==> src/rtl/fsw_pkg.sv <==
package fsw_pkg;
   localparam int SW_COUNT = 8;
   localparam int SW_IDX_W = $clog2(SW_COUNT);

   // Switch numbering is decoded from address bits 3:1 and is behavioural.
   localparam int SW_PH0   = 0;
   localparam int SW_PH1   = 1;
   localparam int SW_PH2   = 2;
   localparam int SW_STRB  = 3;
   localparam int SW_MOTOR = 4;
   localparam int SW_DSEL  = 5;
   localparam int SW_Q6    = 6;
   localparam int SW_Q7    = 7;

   localparam int MODE_HOLD_OFF_BIT = 2;
   localparam int MODE_STATUS_BITS  = 5;
   localparam int CTRL_W            = 5;
   localparam int DRIVE_COUNT       = 2;

   typedef logic [SW_COUNT-1:0] sw_vec_t;

   typedef enum logic [1:0] {
      RSEL_DATA   = 2'b00,
      RSEL_STATUS = 2'b01,
      RSEL_HSHAKE = 2'b10,
      RSEL_NONE   = 2'b11
   } rsel_e;
endpackage

==> src/rtl/fsw_switch_bank.sv <==
module fsw_switch_bank
   import fsw_pkg::*;
#(
   parameter int SW_N  = SW_COUNT,
   parameter int IDX_W = SW_IDX_W
) (
   input  logic             clk,
   input  logic             rst_n,
   input  logic             acc_valid,
   input  logic [IDX_W:0]   acc_addr,
   output logic [SW_N-1:0]  sw_q,
   output logic [SW_N-1:0]  sw_nx
);
   if (SW_N != (1 << IDX_W)) begin : g_bad_size
      $error("fsw_switch_bank: SW_N must equal 2**IDX_W");
   end

   for (genvar g = 0; g < SW_N; g++) begin : g_sw
      logic hit;
      assign hit      = acc_valid && (acc_addr[IDX_W:1] == IDX_W'(g));
      assign sw_nx[g] = hit ? acc_addr[0] : sw_q[g];

      always_ff @(posedge clk) begin
         if (!rst_n) sw_q[g] <= 1'b0;
         else        sw_q[g] <= sw_nx[g];
      end
   end
endmodule

==> src/rtl/fsw_motor_timer.sv <==
module fsw_motor_timer #(
   parameter int CLK_HZ      = 8_000_000,
   parameter bit HOLD_ENABLE = 1'b1,
   localparam int CNT_W      = $clog2(CLK_HZ + 1)
) (
   input  logic clk,
   input  logic rst_n,
   input  logic en_set,
   input  logic en_clr,
   input  logic delay_ok,
   output logic running
);
   if (CLK_HZ < 1) begin : g_bad_rate
      $error("fsw_motor_timer: CLK_HZ must be at least 1");
   end

   if (HOLD_ENABLE) begin : g_hold
      logic [CNT_W-1:0] cnt_q;

      always_ff @(posedge clk) begin
         if (!rst_n) begin
            cnt_q <= '0;
         end else if (en_set) begin
            cnt_q <= '0;
         end else if (en_clr) begin
            cnt_q <= delay_ok ? CNT_W'(CLK_HZ) : '0;
         end else if (cnt_q != '0) begin
            cnt_q <= cnt_q - 1'b1;
         end
      end

      assign running = (cnt_q != '0);
   end else begin : g_no_hold
      logic unused_tie;
      assign unused_tie = ^{clk, rst_n, en_set, en_clr, delay_ok};
      assign running    = 1'b0;
   end
endmodule

==> src/rtl/fsw_read_mux.sv <==
module fsw_read_mux
   import fsw_pkg::*;
#(
   parameter int DATA_W = 8
) (
   input  logic                        odd_addr,
   input  logic                        q6,
   input  logic                        q7,
   input  logic                        motor_sw,
   input  logic [MODE_STATUS_BITS-1:0] mode_lo,
   input  logic [DATA_W-1:0]           rx_byte,
   input  logic                        no_underrun,
   input  logic                        buf_ready,
   input  logic                        sense,
   output logic [DATA_W-1:0]           rdata
);
   localparam int FILL_W = DATA_W - 2;

   if (DATA_W != 8) begin : g_bad_width
      $error("fsw_read_mux: byte layout needs DATA_W of 8");
   end

   rsel_e rsel;
   assign rsel = rsel_e'({q7, q6});

   always_comb begin
      rdata = '1;
      if (!odd_addr) begin
         unique case (rsel)
            RSEL_DATA:   rdata = rx_byte;
            RSEL_STATUS: rdata = {sense, 1'b0, motor_sw, mode_lo};
            RSEL_HSHAKE: rdata = {buf_ready, no_underrun, {FILL_W{1'b1}}};
            RSEL_NONE:   rdata = '1;
         endcase
      end
   end
endmodule

==> src/rtl/fsw_front.sv <==
module fsw_front
   import fsw_pkg::*;
#(
   parameter int CLK_HZ      = 8_000_000,
   parameter bit HOLD_ENABLE = 1'b1,
   parameter int DATA_W      = 8,
   parameter int ADDR_W      = 4
) (
   input  logic                   clk,
   input  logic                   rst_n,
   input  logic                   bus_valid,
   input  logic                   bus_write,
   input  logic [ADDR_W-1:0]      bus_addr,
   input  logic [DATA_W-1:0]      bus_wdata,
   output logic [DATA_W-1:0]      bus_rdata,
   input  logic                   ext_select,
   input  logic [DATA_W-1:0]      rx_byte,
   input  logic                   wr_no_underrun,
   input  logic                   wr_buf_ready,
   input  logic                   drive_sense,
   output logic [DATA_W-1:0]      mode_q,
   output logic [DATA_W-1:0]      wbuf_data,
   output logic                   wbuf_load,
   output logic [DRIVE_COUNT-1:0] drv_enable,
   output logic [CTRL_W-1:0]      drv_ctrl
);
   if (ADDR_W != SW_IDX_W + 1) begin : g_bad_addr
      $error("fsw_front: ADDR_W must be SW_IDX_W+1");
   end

   sw_vec_t sw_q;
   sw_vec_t sw_nx;

   fsw_switch_bank #(.SW_N(SW_COUNT), .IDX_W(SW_IDX_W)) u_bank (
      .clk       (clk),
      .rst_n     (rst_n),
      .acc_valid (bus_valid),
      .acc_addr  (bus_addr),
      .sw_q      (sw_q),
      .sw_nx     (sw_nx)
   );

   // Motor enable edges caused by this access.
   logic motor_up, motor_down, hold_run;
   assign motor_up   = bus_valid && !sw_q[SW_MOTOR] &&  sw_nx[SW_MOTOR];
   assign motor_down = bus_valid &&  sw_q[SW_MOTOR] && !sw_nx[SW_MOTOR];

   fsw_motor_timer #(.CLK_HZ(CLK_HZ), .HOLD_ENABLE(HOLD_ENABLE)) u_timer (
      .clk      (clk),
      .rst_n    (rst_n),
      .en_set   (motor_up),
      .en_clr   (motor_down),
      .delay_ok (!mode_q[MODE_HOLD_OFF_BIT]),
      .running  (hold_run)
   );

   fsw_read_mux #(.DATA_W(DATA_W)) u_rmux (
      .odd_addr    (bus_addr[0]),
      .q6          (sw_nx[SW_Q6]),
      .q7          (sw_nx[SW_Q7]),
      .motor_sw    (sw_nx[SW_MOTOR]),
      .mode_lo     (mode_q[MODE_STATUS_BITS-1:0]),
      .rx_byte     (rx_byte),
      .no_underrun (wr_no_underrun),
      .buf_ready   (wr_buf_ready),
      .sense       (drive_sense),
      .rdata       (bus_rdata)
   );

   // Writes decode on the switch state after this access.
   logic store_sel, mode_we, wbuf_we;
   assign store_sel = bus_valid && bus_write && sw_nx[SW_Q6] && sw_nx[SW_Q7];
   assign mode_we   = store_sel && !sw_nx[SW_MOTOR];
   assign wbuf_we   = store_sel &&  sw_nx[SW_MOTOR];

   always_ff @(posedge clk) begin
      if (!rst_n) begin
         mode_q    <= '0;
         wbuf_data <= '0;
         wbuf_load <= 1'b0;
      end else begin
         if (mode_we) mode_q <= bus_wdata;
         if (wbuf_we) wbuf_data <= bus_wdata;
         wbuf_load <= wbuf_we;
      end
   end

   logic spin;
   assign spin = sw_q[SW_MOTOR] || hold_run;

   for (genvar d = 0; d < DRIVE_COUNT; d++) begin : g_drv
      assign drv_enable[d] = spin && (sw_q[SW_DSEL] == d[0]);
   end

   assign drv_ctrl = {ext_select, sw_q[SW_STRB], sw_q[SW_PH2], sw_q[SW_PH1], sw_q[SW_PH0]};
endmodule

==> config.mk <==
export PLATFORM = sky130hd
export DESIGN_NAME = fsw_front
export DESIGN_NICKNAME = d
export VERILOG_FILES = /design/src/rtl/fsw_pkg.sv /design/src/rtl/fsw_switch_bank.sv /design/src/rtl/fsw_motor_timer.sv /design/src/rtl/fsw_read_mux.sv /design/src/rtl/fsw_front.sv
export SDC_FILE = /design/constraint.sdc
export NUM_CORES = 1
export LEC_CHECK = 0
export BUFFER_PORTS_ARGS = -buffer_cell sky130_fd_sc_hd__buf_4
export CAP_MARGIN = 10
export CORE_MARGIN = 3
export CORE_UTILIZATION = 57
export CTS_CLUSTER_DIAMETER = 60
export DETAILED_ROUTE_END_ITERATION = 7
export PLACE_DENSITY = 0.84
export SETUP_SLACK_MARGIN = 0.02
export SLEW_MARGIN = 0
export SYNTH_ARGS = -nofsm -noshare
export SYNTH_HDL_FRONTEND = slang
export SYNTH_SLANG_ARGS = --single-unit
export TNS_END_PERCENT = 30
==> constraint.sdc <==
create_clock -name clk -period 3.9 [get_ports clk]
set_input_delay 0.39 -clock clk [delete_from_list [all_inputs] [get_ports clk]]
set_output_delay 0.39 -clock clk [all_outputs]
set_load 0.01 [all_outputs]
Word level (Yosys, flattened, before mapping)
Index checks and enable logic that the tools add are counted.
{"block": "word_totals", "reg_bits": 48, "inputBits": 28, "out_inout_bits": 32}
{"block": "classes", "add_sub_neg": 1, "n_eq_ne": 10, "muxes": 8, "bitwise_logic": 2, "reduce_logical": 27}
{"operator": "23-bit 2-to-1 mux", "count": 3}
{"operator": "8-bit one-hot mux with 4 select lines", "count": 1}
{"operator": "23-bit nonzero test", "count": 1}
{"operator": "23-bit by 1-bit subtractor with 23-bit output, second input constant", "count": 1}
{"operator": "1-bit logical AND", "count": 19}
{"operator": "3-bit equality test, second input constant", "count": 4}
{"operator": "8-bit 2-to-1 mux", "count": 1}
{"operator": "3-bit by 2-bit equality test with 1-bit output, second input constant", "count": 2}
{"operator": "2-bit equality test, second input constant", "count": 2}
{"operator": "3-bit by 1-bit equality test with 1-bit output, second input constant", "count": 1}
{"operator": "3-bit logical NOT", "count": 1}
{"operator": "1-bit 2-to-1 mux", "count": 3}
{"operator": "2-bit by 1-bit equality test with 1-bit output, second input constant", "count": 1}
{"operator": "1-bit logical NOT", "count": 2}
{"operator": "2-bit logical NOT", "count": 1}
{"operator": "1-bit inverter", "count": 2}
{"operator": "2-bit nonzero test", "count": 1}
{"operator": "2-bit OR reduction", "count": 1}
{"operator": "1-bit logical OR", "count": 1}

Depth between registers and ports, before layout
{"block": "logic_depth", "ltp_word": 6, "depth_mapped": 7, "mapped_depth_nobuf": 6}

Modules after synthesis
Synthesis repeated with hierarchy kept, for this count alone.
{"block": "hier_totals", "cells_unflattened": 284, "hier_area_um2": 2536.2}
{"module": "fsw_motor_timer", "n_inst": 1, "cells_each": 146, "area_each_um2": 1243.7, "seq_area_each_um2": 460.4}
{"module": "fsw_front", "n_inst": 1, "cells_each": 74, "area_each_um2": 685.7, "seq_area_each_um2": 340.3}
{"module": "fsw_switch_bank", "n_inst": 1, "cells_each": 42, "area_each_um2": 454.2, "seq_area_each_um2": 160.2}
{"module": "fsw_read_mux", "n_inst": 1, "cells_each": 22, "area_each_um2": 152.6, "seq_area_each_um2": 0.0}

Worst setup path before layout
No wires, ideal clock.
{"block": "synth_timing", "path_kind": "register to output", "startpoint": "reg u_timer.g_hold.cnt_q[8]", "endpoint": "out drv_enable[1]", "arrival_ps": 1641, "slack_ps": 1869, "stages_incl_launch_ff": 7, "path_cell_list": "dfxtp_1 nor4_4 nand4_4 or3_1 buf_2 nor2_1 nor2b_1"}
{"block": "synth_via", "elab_chain_cells": 3}
{"item": "start: declaration", "line_no": "fsw_motor_timer.sv:18", "text": "logic [CNT_W-1:0] cnt_q;"}
{"item": "start signal: assignment", "line_no": "fsw_motor_timer.sv:26", "text": "cnt_q <= delay_ok ? CNT_W'(CLK_HZ) : '0;"}
{"item": "start signal: assignment", "line_no": "fsw_motor_timer.sv:28", "text": "cnt_q <= cnt_q - 1'b1;"}
{"item": "23-bit nonzero test", "line_no": "fsw_motor_timer.sv:32", "text": "assign running = (cnt_q != '0);"}
{"item": "1-bit logical OR", "line_no": "fsw_front.sv:89", "text": "assign spin = sw_q[SW_MOTOR] || hold_run;"}
{"item": "1-bit logical AND", "line_no": "fsw_front.sv:92", "text": "assign drv_enable[d] = spin && (sw_q[SW_DSEL] == d[0]);"}
{"item": "end: declaration", "line_no": "fsw_front.sv:24", "text": "output logic [DRIVE_COUNT-1:0] drv_enable,"}
No other way between the ends.

Worst setup path after layout
{"block": "layout_timing", "startpoint": "reg u_timer.g_hold.cnt_q[2]", "endpoint": "out drv_enable[0]"}
Same word-level chain as after synthesis.

==> flow_summary.json <==
{
  "status": "finished, final reports clean",
  "synth_ff_type": "dfxtp_1",
  "first_pass_iters": 4,
  "hold_path_class": "primary input to register",
  "p_leak_nw": 1.194,
  "place_hpwl_um": 4173,
  "synth_fa_ha_area_share_pct": 0.5297,
  "async_flop_share_pct": 0,
  "irDropWorstVdd_mv": 0.4418,
  "fin_skew_ps": 4.636,
  "drtIter0Drc": 152,
  "routed_wl_um": 5594,
  "cts_tree": "done",
  "h-tree-depth": 2,
  "synthCells": 292,
  "grt.overflow.total": 0,
  "cp_max_fo": 7,
  "antenna_found_initial": 0,
  "wl_met3_um": 293,
  "start_util_pct": 61.74,
  "yosys.area.top_type": "dfxtp_1",
  "areaGrowthSynthToFinish_pct": 22.03,
  "io_pins": 60,
  "netlist.area_leader.share_pct": 40.68,
  "synth_area_leaders": "dfxtp_1 41%, nor2_1 5.9%, nand3_1 5.7%, o21ai_0 5.5%, nand2_1 5.1%",
  "cts_sinks": 48,
  "drv_cap": 0,
  "crit_type": "register to output pin",
  "wl_per_cell_um": 14.34,
  "synth_top_family_by_area": "simple AND/OR/NAND/NOR gates",
  "fp.dieH_um": 70.38,
  "synth-seq-cells": 48,
  "clock.fmax_mhz": 370.3,
  "antenna_left": 0,
  "hold_buffers": 0,
  "regArea_sq_um": 960.9,
  "vias": 2235,
  "synthDistinctLibCells": 45,
  "drcViolationCount": 0,
  "synth_warnings": 0,
  "synth-edff-count": 0,
  "postLayoutCoreUtil_pct": 75.34,
  "die-area_sq_um": 4953,
  "synth_simple_gate_area_share_pct": 32.36,
  "grt_pass1_wl_um": 9384,
  "synth_mux_area_share_pct": 3.602,
  "r2r_setup_slack_ps": 1670,
  "whs_ps": 358.7,
  "cp.required_ps": 3510,
  "portBuffers": 57,
  "grtUsageTotal_pct": 23.21,
  "avgViaCountPerCell": 5.731,
  "finalCritPeriodShare_pct": 69.25,
  "synth_compound_gate_area_share_pct": 14.67,
  "grt_max_degree": 30,
  "cp-end-kind": "output pin",
  "fin_setup_tns_ps": 0,
  "drive_gt1_share_pct": 21.64,
  "synthXorXnorAreaFrac_pct": 3.708,
  "ctsLongestPathBuffers": 2,
  "met1_length_um": 2562,
  "cts_made_buffers": 5,
  "diodes": 0,
  "worst_pin_slew_ps": 688.3,
  "hold_violations": 0,
  "finalSetupViolations": 0,
  "synth_fp_nets": 321,
  "cts_resized": 0,
  "coreArea_sq_um": 3826,
  "relSlewSlack_pct": 54.11,
  "postCtsSetupBuffers": 0,
  "syn_area_sq_um": 2362,
  "rsz0062_at_grt": "no",
  "rows": 22,
  "p_per_area_nw_per_um2": 696.0,
  "path_clk_slew_ps": 90,
  "dr_wl_met2_um": 2643,
  "die_w_um": 70.38,
  "worstPathArrival_ps": 2310,
  "drv_slew": 0,
  "start_kind": "register",
  "highest_layer": "met4",
  "gp_congestion": 0.9082,
  "ys_seq_area_share_pct": 40.68,
  "final_cell_mix": "58 x buf_4, 48 x dfxtp_1, 37 x nor2_1, 32 x nand2_1, 27 x nand3_1",
  "min_period_ps": 2701,
  "clk_latency_ps": 300,
  "final_common_cell": "buf_4",
  "nFillCells": 309,
  "cts_root_buffer": "clkbuf_8",
  "syn_area_per_cell_sq_um": 8.090,
  "grt_pass1_vias": 2040,
  "multi_input_area_sq_um": 1296,
  "nets": 370
}
path summary, 6_finish.rpt:
path	startpoint	to	cells after the start
max	u_timer.g_hold.cnt_q[2]$_SDFFE_PP0P_	drv_enable[0]	6
max reg2reg	u_timer.g_hold.cnt_q[8]$_SDFFE_PP0P_	u_timer.g_hold.cnt_q[13]$_SDFFE_PP0P_	6
min reg2reg	u_bank.sw_q[2]$_SDFFE_PN0P_	u_bank.sw_q[2]$_SDFFE_PN0P_	2
min	bus_wdata[7]	mode_q[7]$_SDFFE_PN0P_	3
Yosys cell counts (all sizes together), types with 2 or more instances:
cell type and number:
nand3 28, dfxtp 48, nand4b 3, nor3b 2, a31oi 4, nand2 32, nor3 9, nor2 37
inv 6, nor4 3, and3 2, and2 3, xor2 6, or4 4, clkbuf 6, nand2b 2
o31ai 5, o211ai 3, a21oi 11, mux2i 4, nor2b 2, o21ai 26, or3 9, xnor2 4
a211oi 2, mux2 4, buf 10, nand4 5
power breakdown:
group	leakage (nW)	total (mW)	internal, mW	switching (mW)
logic	0.749	0.958	0.396	0.562
clock network	0.0552	0.354	0.190	0.164
registers	0.390	0.694	0.588	0.106
total	1.19	2.01	1.17	0.833
per-stage QoR:
step	setup slack, ps	instance area [sq um]	std cells	power (mW)
CTS	1227	2883	390	2.001
finish	1199	2883	390	2.006
global placement	1621	2775	382	1.626
detailed placement	1512	2775	382	1.647
global route	1028	2883	390	2.169
floorplan	1869	2362	292	1.434
area by class of cell:
| class | instances | share of cell area (%) |
|---|---|---|
| Multi-Input combinational cell | 222 | 44.97 |
| Sequential cell | 48 | 33.33 |
| Timing Repair Buffer | 58 | 15.10 |
| Clock buffer | 6 | 2.517 |
| Tap cell | 48 | 2.083 |
| Clock inverter | 2 | 1.215 |
| Inverter | 6 | 0.7813 |
flip-flops by register name, summed over array words and instances (netlist names):
| signal | cells |
|---|---|
| wbuf_load | 1 |
| u_timer.g_hold.cnt_q | 23 |
| u_bank.sw_q | 8 |
| wbuf_data | 8 |
| mode_q | 8 |
kinds of logic after synthesis:
kind of cell               count (synthesis)
AOI/OAI and AO/OA                         58
xor gates and xnor gates                  10
adders and majority gates                  1
buffers and inverters                     22
DFF                                       48
muxes                                      8
and+or+nand+nor                          145
metal layers:
metal,GRT usage [%],vias to the layer above
met4,8.723,0
met3,5.468,8
met2,38.36,57
met5,0,-
li1,-,1144
met1,29.10,1026
worst max-delay path: stages, from the launching register on:
cell and delay [ps]:
dfxtp_1 370, nor4_4 460, nand3_1 270, or3_1 510, nor2_1 190, nor2_1 70, buf_4 140
(Power assumes the default switching activity.)
